`config.mk`:
```
export PLATFORM = sky130hd
export DESIGN_NAME = owu_slot_engine
export DESIGN_NICKNAME = d
export VERILOG_FILES = /design/src/rtl/owu_pkg.sv /design/src/rtl/owu_rate_tracker.sv /design/src/rtl/owu_slot_codec.sv /design/src/rtl/owu_slot_engine.sv
export SDC_FILE = /design/constraint.sdc
export NUM_CORES = 1
export LEC_CHECK = 0
export BUFFER_PORTS_ARGS = -buffer_cell sky130_fd_sc_hd__buf_4
export CAP_MARGIN = 20
export CORE_MARGIN = 2
export CORE_UTILIZATION = 28
export CTS_BUF_LIST = sky130_fd_sc_hd__clkbuf_8
export CTS_CLUSTER_SIZE = 16
export DETAILED_ROUTE_END_ITERATION = 16
export PLACE_DENSITY_LB_ADDON = 0.1
export SLEW_MARGIN = 10
export SYNTH_ARGS = -nofsm -noshare
export SYNTH_HDL_FRONTEND = slang
export SYNTH_SLANG_ARGS = --single-unit
```
`constraint.sdc`:
```
create_clock -name clk -period 3.3 [get_ports clk]
set_input_delay 0.165 -clock clk [delete_from_list [all_inputs] [get_ports clk]]
set_output_delay 0.165 -clock clk [all_outputs]
set_load 0.01 [all_outputs]
```
`src/rtl/owu_pkg.sv`:
```
package owu_pkg;
    localparam int DATA_W     = 8;
    localparam int RATE_W     = 2;
    localparam int CNT_W      = 4;
    localparam int RST_SLOTS  = 2;

    typedef enum logic [2:0] {
        OP_RESET = 3'd0, OP_WBIT = 3'd1, OP_RBIT = 3'd2,
        OP_WBYTE = 3'd3, OP_RBYTE = 3'd4, OP_XBYTE = 3'd5
    } op_e;

    typedef enum logic [1:0] {
        ST_READY = 2'd0, ST_NODEV = 2'd1, ST_ERROR = 2'd2
    } status_e;

    localparam logic [DATA_W-1:0] FRM_RST_STD = 8'hF0;
    localparam logic [DATA_W-1:0] FRM_RST_OVD = 8'hF8;
    localparam logic [DATA_W-1:0] FRM_HIGH    = 8'hFF;
    localparam logic [DATA_W-1:0] FRM_LOW     = 8'h00;

    typedef struct packed {
        op_e               op;
        logic              ovd;
        logic [DATA_W-1:0] arg;
    } cmd_t;

    function automatic logic [RATE_W-1:0] rate_for(op_e op, logic ovd);
        return {op != OP_RESET, ovd};
    endfunction

    function automatic logic [CNT_W-1:0] slots_for(op_e op);
        case (op)
            OP_RESET:                     return CNT_W'(RST_SLOTS);
            OP_WBYTE, OP_RBYTE, OP_XBYTE: return CNT_W'(DATA_W);
            default:                      return CNT_W'(1);
        endcase
    endfunction
endpackage

```
`src/rtl/owu_rate_tracker.sv`:
```
module owu_rate_tracker
    import owu_pkg::*;
(
    input  logic              clk,
    input  logic              rst,
    input  logic [RATE_W-1:0] need,
    input  logic              commit,
    output logic              cur_ok
);
    logic [RATE_W-1:0] cur_q;
    logic              known_q;

    always_ff @(posedge clk) begin
        if (rst) begin
            cur_q   <= '0;
            known_q <= 1'b0;
        end else if (commit) begin
            cur_q   <= need;
            known_q <= 1'b1;
        end
    end

    assign cur_ok = known_q && (cur_q == need);


    commit_known_chk: assert property (@(posedge clk) disable iff (rst)
        commit |=> known_q);
endmodule

```
`src/rtl/owu_slot_codec.sv`:
```
module owu_slot_codec
    import owu_pkg::*;
(
    input  op_e               op,
    input  logic              ovd,
    input  logic              bit_in,
    input  logic [DATA_W-1:0] echo,
    output logic [DATA_W-1:0] tx_frame,
    output logic              read_slot,
    output logic              bit_val,
    output logic              write_bad,
    output status_e           rst_verdict
);
    always_comb begin
        case (op)
            OP_RESET: begin
                tx_frame  = ovd ? FRM_RST_OVD : FRM_RST_STD;
                read_slot = 1'b0;
            end
            OP_WBIT, OP_WBYTE: begin
                tx_frame  = bit_in ? FRM_HIGH : FRM_LOW;
                read_slot = 1'b0;
            end
            OP_XBYTE: begin
                tx_frame  = bit_in ? FRM_HIGH : FRM_LOW;
                read_slot = bit_in;
            end
            default: begin
                tx_frame  = FRM_HIGH;
                read_slot = 1'b1;
            end
        endcase
        bit_val   = (echo == FRM_HIGH);
        write_bad = !read_slot && (op != OP_RESET) && (echo != tx_frame);
        if (echo < tx_frame)       rst_verdict = ST_READY;
        else if (echo == tx_frame) rst_verdict = ST_NODEV;
        else                       rst_verdict = ST_ERROR;
    end
endmodule

```
`src/rtl/owu_slot_engine.sv`:
```
module owu_slot_engine
    import owu_pkg::*;
(
    input  logic              clk,
    input  logic              rst,
    input  logic              cmd_valid,
    output logic              cmd_ready,
    input  logic [2:0]        cmd_op,
    input  logic [DATA_W-1:0] cmd_arg,
    input  logic              cmd_ovd,
    output logic              busy,
    output logic              done,
    output logic [1:0]        status,
    output logic [DATA_W-1:0] result,
    output logic              uart_req_valid,
    input  logic              uart_req_ready,
    output logic              uart_req_setrate,
    output logic [RATE_W-1:0] uart_req_rate,
    output logic [DATA_W-1:0] uart_req_frame,
    input  logic              uart_rsp_valid,
    input  logic [DATA_W-1:0] uart_rsp_frame,
    input  logic              uart_rsp_fail
);
    typedef enum logic [2:0] {
        S_IDLE, S_RATE, S_RATE_WAIT, S_SLOT, S_SLOT_WAIT, S_DONE
    } state_e;

    state_e            state_q;
    cmd_t              cmd_q;
    logic [DATA_W-1:0] shreg_q, rx_q;
    logic [CNT_W-1:0]  left_q;
    logic              err_q;
    status_e           stat_q;

    logic [RATE_W-1:0] need_rate;
    logic              cur_ok, commit;
    logic [DATA_W-1:0] tx_frame;
    logic              read_slot, bit_val, write_bad;
    status_e           rst_verdict;

    assign need_rate = rate_for(cmd_q.op, cmd_q.ovd);
    assign commit    = (state_q == S_RATE_WAIT) && uart_rsp_valid && !uart_rsp_fail;

    owu_rate_tracker i_rate (
        .clk(clk), .rst(rst), .need(need_rate), .commit(commit), .cur_ok(cur_ok)
    );

    owu_slot_codec i_codec (
        .op(cmd_q.op), .ovd(cmd_q.ovd), .bit_in(shreg_q[0]), .echo(uart_rsp_frame),
        .tx_frame(tx_frame), .read_slot(read_slot), .bit_val(bit_val),
        .write_bad(write_bad), .rst_verdict(rst_verdict)
    );

    assign cmd_ready        = (state_q == S_IDLE);
    assign busy             = (state_q != S_IDLE);
    assign done             = (state_q == S_DONE);
    assign status           = stat_q;
    assign result           = rx_q;
    assign uart_req_setrate = (state_q == S_RATE);
    assign uart_req_valid   = (state_q == S_SLOT) || ((state_q == S_RATE) && !cur_ok);
    assign uart_req_rate    = need_rate;
    assign uart_req_frame   = (state_q == S_SLOT) ? tx_frame : '0;

    always_ff @(posedge clk) begin
        if (rst) begin
            state_q <= S_IDLE;
            cmd_q   <= '0;
            shreg_q <= '0;
            rx_q    <= '0;
            left_q  <= '0;
            err_q   <= 1'b0;
            stat_q  <= ST_READY;
        end else begin
            case (state_q)
                S_IDLE: if (cmd_valid) begin
                    cmd_q   <= '{op: op_e'(cmd_op), ovd: cmd_ovd, arg: cmd_arg};
                    shreg_q <= cmd_arg;
                    rx_q    <= '0;
                    left_q  <= slots_for(op_e'(cmd_op));
                    err_q   <= 1'b0;
                    state_q <= S_RATE;
                end
                S_RATE: begin
                    if (cur_ok)              state_q <= S_SLOT;
                    else if (uart_req_ready) state_q <= S_RATE_WAIT;
                end
                S_RATE_WAIT: if (uart_rsp_valid) begin
                    if (uart_rsp_fail) begin
                        stat_q  <= ST_ERROR;
                        state_q <= S_DONE;
                    end else begin
                        state_q <= S_SLOT;
                    end
                end
                S_SLOT: if (uart_req_ready) state_q <= S_SLOT_WAIT;
                S_SLOT_WAIT: if (uart_rsp_valid) begin
                    shreg_q <= shreg_q >> 1;
                    left_q  <= left_q - 1'b1;
                    if (cmd_q.op == OP_RBIT)
                        rx_q <= {{(DATA_W-1){1'b0}}, bit_val};
                    else if (cmd_q.op != OP_RESET && cmd_q.op != OP_WBIT && cmd_q.op != OP_WBYTE)
                        rx_q <= {read_slot && bit_val, rx_q[DATA_W-1:1]};
                    if (write_bad) err_q <= 1'b1;
                    if (left_q == CNT_W'(1)) begin
                        if (cmd_q.op == OP_RESET)        stat_q <= rst_verdict;
                        else if (err_q || write_bad)     stat_q <= ST_ERROR;
                        else                             stat_q <= ST_READY;
                        state_q <= S_DONE;
                    end else begin
                        state_q <= S_SLOT;
                    end
                end
                default: state_q <= S_IDLE;
            endcase
        end
    end


    done_pulse_chk: assert property (@(posedge clk) disable iff (rst)
        done |=> !done);

    single_req_chk: assert property (@(posedge clk) disable iff (rst)
        (uart_req_valid && uart_req_ready) |=> !uart_req_valid);

    req_hold_chk: assert property (@(posedge clk) disable iff (rst)
        (uart_req_valid && !uart_req_ready) |=> (uart_req_valid && $stable(uart_req_frame)));

    mode_hold_chk: assert property (@(posedge clk) disable iff (rst)
        (busy && $past(busy)) |-> $stable(cmd_q.ovd));

    reset_rate_chk: assert property (@(posedge clk) disable iff (rst)
        (uart_req_valid && !uart_req_setrate && cmd_q.op == OP_RESET) |-> !uart_req_rate[1]);

    fail_done_chk: assert property (@(posedge clk) disable iff (rst)
        (state_q == S_RATE_WAIT && uart_rsp_valid && uart_rsp_fail) |=> (done && status == ST_ERROR));
endmodule

```
==> impl_metrics.env <==
export IMPL_status="completed"
export IMPL_final_max_slew_viol_count=0
export IMPL_drt_total_wl_mm=5.473
export IMPL_yosys_area_top_type="dfxtp_1"
export IMPL_viasPerCell=4.964
export IMPL_vdd_drop_max_uv=160.1
export IMPL_tns_ns=0
export IMPL_use_met3=0.04063
export IMPL_path_clk_slew_ns=0.07
export IMPL_clock_latency_ns=0.29
export IMPL_internal_power_uw=781.1
export IMPL_worst_setup_path_type="reg2reg"
export IMPL_nFillCells=774
export IMPL_async_flop_share=0
export IMPL_cts_resized=0
export IMPL_min_delay_start="uart_rsp_valid"
export IMPL_worst_ep_required_time_ns=3.52
export IMPL_syn_avg_cell_area_sq_um=7.867
export IMPL_cts_hold_buf=0
export IMPL_use_met1=0.2168
export IMPL_nets=330
export IMPL_grt_start_max_net_pins=35
export IMPL_cap_viol_max_count=0
export IMPL_postLayoutCoreUtil=0.3656
export IMPL_cts_tree="built"
export IMPL_grtUsageTotal=0.1446
export IMPL_route_detailed_drc=0
export IMPL_grt_overflow_total=0
export IMPL_clk_path_buf_depth=2
export IMPL_yosys_cell_count_top_type="nand2_1"
export IMPL_grt_use_met2=0.2042
export IMPL_routedWlPerCell_microns=14.00
export IMPL_synthTopCellsByArea="dfxtp_1 33%, nand2_1 6.7%, ha_1 6.2%, a21oi_1 5.4%, nor2_1 4.6%"
export IMPL_synthCells=257
export IMPL_syn_area_sq_um=2022
export IMPL_finalCriticalPeriod_ns=2.411
export IMPL_setup_viol=0
export IMPL_root_buffer="clkbuf_8"
export IMPL_cp_startpoint="cmd_q[11]"
export IMPL_synth_top_cells_by_count="36 x nand2_1, 33 x dfxtp_1, 25 x nor2_1"
export IMPL_arrival_ns=2.63
export IMPL_drive_above_1_share=0.2237
export IMPL_start_util=0.2928
export IMPL_h_tree_depth=2
export IMPL_synth_top_area_frac=0.3267
export IMPL_p_seq_frac=0.413
export IMPL_p_comb_frac=0.232
export IMPL_switching_share=0.2996
export IMPL_final_area_sq_um=2525
export IMPL_worstMarginPinSlew_ns=0.7729
export IMPL_timing_rr_start="cmd_q[11]"
export IMPL_post_route_period_util=0.7306
export IMPL_post_cts_buffers=0
export IMPL_clock_skew_ns=0.006163
export IMPL_power_density_nw_per_um2=441.7
export IMPL_core_area_sq_um=6907
export IMPL_die_w_microns=88.98
export IMPL_worst_slack_ns=0.8891
export IMPL_grt_pass1_vias=1691
export IMPL_leakagePower_nw=1.022
export IMPL_clock_sinks=33
export IMPL_startpoint_type="register"
export IMPL_crit_fanout=11
export IMPL_endpoint_kind="register"
export IMPL_fin_cells=391
export IMPL_ant_nets=0
export IMPL_synth_distinct_cells=52
export IMPL_fmax_mhz=414.8
export IMPL_drt_pass1_iterations=4
export IMPL_dp_slack_ns=0.9309
export IMPL_grt_pass1_wl_mm=8.680
export IMPL_gp_congestion=0.8484
export IMPL_hp_class="in2reg"
export IMPL_vias=1941
export IMPL_grt_setup_unrepaired="false"
export IMPL_synth_nets=293
export IMPL_antenna_found_initial=0
export IMPL_p_clk_frac=0.355
export IMPL_slew_headroom=0.4836
export IMPL_fp_dieH_microns=88.98
export IMPL_area_growth_pct=24.88
export IMPL_cts_buffers=5
export IMPL_hold_violations=0
export IMPL_die_area_sq_um=7917
export IMPL_ys_ff_latch=33
export IMPL_dpl_cell_count=383
export IMPL_port_buffer_count=50
export IMPL_ioPinCount=51
export IMPL_total_power_mw=1.115
export IMPL_yosys_warnings=0
export IMPL_placed_cell_area_sq_um=2409
export IMPL_hold_ws_ns=0.1116
export IMPL_switching_power_uw=334.1
export IMPL_synth_flop_cell="dfxtp_1"
export IMPL_dp_hpwl_mm=4.003
export IMPL_antenna_cells=0
export IMPL_yosysSeqAreaShare=0.3267
export IMPL_drtIter0Drc=85
export IMPL_grt_busiest_layer="met1"
export IMPL_rows=30
export IMPL_synth_edf_count=0
==> layer usage <==
layer | wire [microns] | share of wire | up-vias
met5 | 0 | 0 | -
met4 | 49 | 0.0090 | 0
met3 | 269 | 0.049 | 6
met2 | 2351 | 0.43 | 42
met1 | 2803 | 0.51 | 898
li1 | - | - | 995
==> cell families after synthesis <==
kind of cell    after synthesis  synth area share
compound gates               64            0.2234
xor+xnor                      2          0.008665
fa+ha+maj                    10           0.06188
buf+inv                      31           0.07611
flops                        33            0.3267
mux                           4           0.02042
simple gates                113            0.2828
==> cell type report <==
type	count	area (sq um)	share of cell area
clock inverter	2	33.78	0.01338
tap	96	120.1	0.04757
clock buffer	6	82.58	0.03271
multi-input combinational	193	1207	0.4782
inverter	10	37.54	0.01487
sequential	33	660.6	0.2616
timing repair buffer	51	382.9	0.1516
==> cell usage in the layout (no fill, tap or decap), types with 2 or more instances in the layout <==
cell type | synthesis | layout
dfxtp_1 | 33 | 33
nor3_1 | 4 | 4
mux2i_1 | 3 | 3
o211ai_1 | 3 | 3
nor3b_1 | 3 | 3
clkbuf_8 | 0 | 6
ha_1 | 10 | 10
o31ai_1 | 3 | 3
a311oi_1 | 8 | 8
or3b_2 | 2 | 2
o21ai_0 | 6 | 6
nor2_1 | 25 | 25
inv_1 | 9 | 10
buf_4 | 6 | 51
nand3b_1 | 2 | 2
nand3_1 | 8 | 8
nand4_1 | 6 | 6
nand2b_1 | 7 | 7
o21a_1 | 3 | 3
a211oi_1 | 5 | 5
a31oi_1 | 2 | 2
nand2_1 | 36 | 36
o211a_1 | 2 | 2
or3_1 | 3 | 3
xor2_1 | 2 | 2
and2_1 | 4 | 4
a21oi_1 | 22 | 22
nor2b_1 | 5 | 5
==> power groups by stage <==
stage / Clock [mW] / Combinational, mW / Sequential (mW)
6_report: 0.396 / 0.259 / 0.460
5_1_grt: 0.429 / 0.292 / 0.465
4_1_cts: 0.406 / 0.261 / 0.460
3_5_place_dp: 0 / 0.260 / 0.469
3_3_place_gp: 0 / 0.260 / 0.470
2_1_floorplan: 0 / 0.192 / 0.448
==> registers in the layout, indices dropped and copies added, names as in the netlist <==
register and count:
cmd_q 3, shreg_q 8, state_q 3, result 8
err_q 1, uart_req_rate 1, status 2, i_rate.known_q 1
left_q 4, i_rate.cur_q 2
==> critical path, cell delays in order, from the launching register on <==
cell      delay [ns]
dfxtp_1         0.55
nand2_1         0.09
nand3b_1        0.13
inv_1           0.12
nor2_1          0.14
inv_1           0.08
ha_1            0.30
nand4_1         0.16
or3_1           0.34
a311o_1         0.32
mux2i_1         0.11
==> worst paths after layout <==
kind | end | slack (ns) | depth (start not counted)
worst max-delay path | status[0] | 0.89 | 10
worst min-delay path | state_q[2] | 0.11 | 2
worst max register to register | status[0] | 0.89 | 10
worst min register to register | err_q | 0.47 | 1
(Power assumes the default switching activity.)
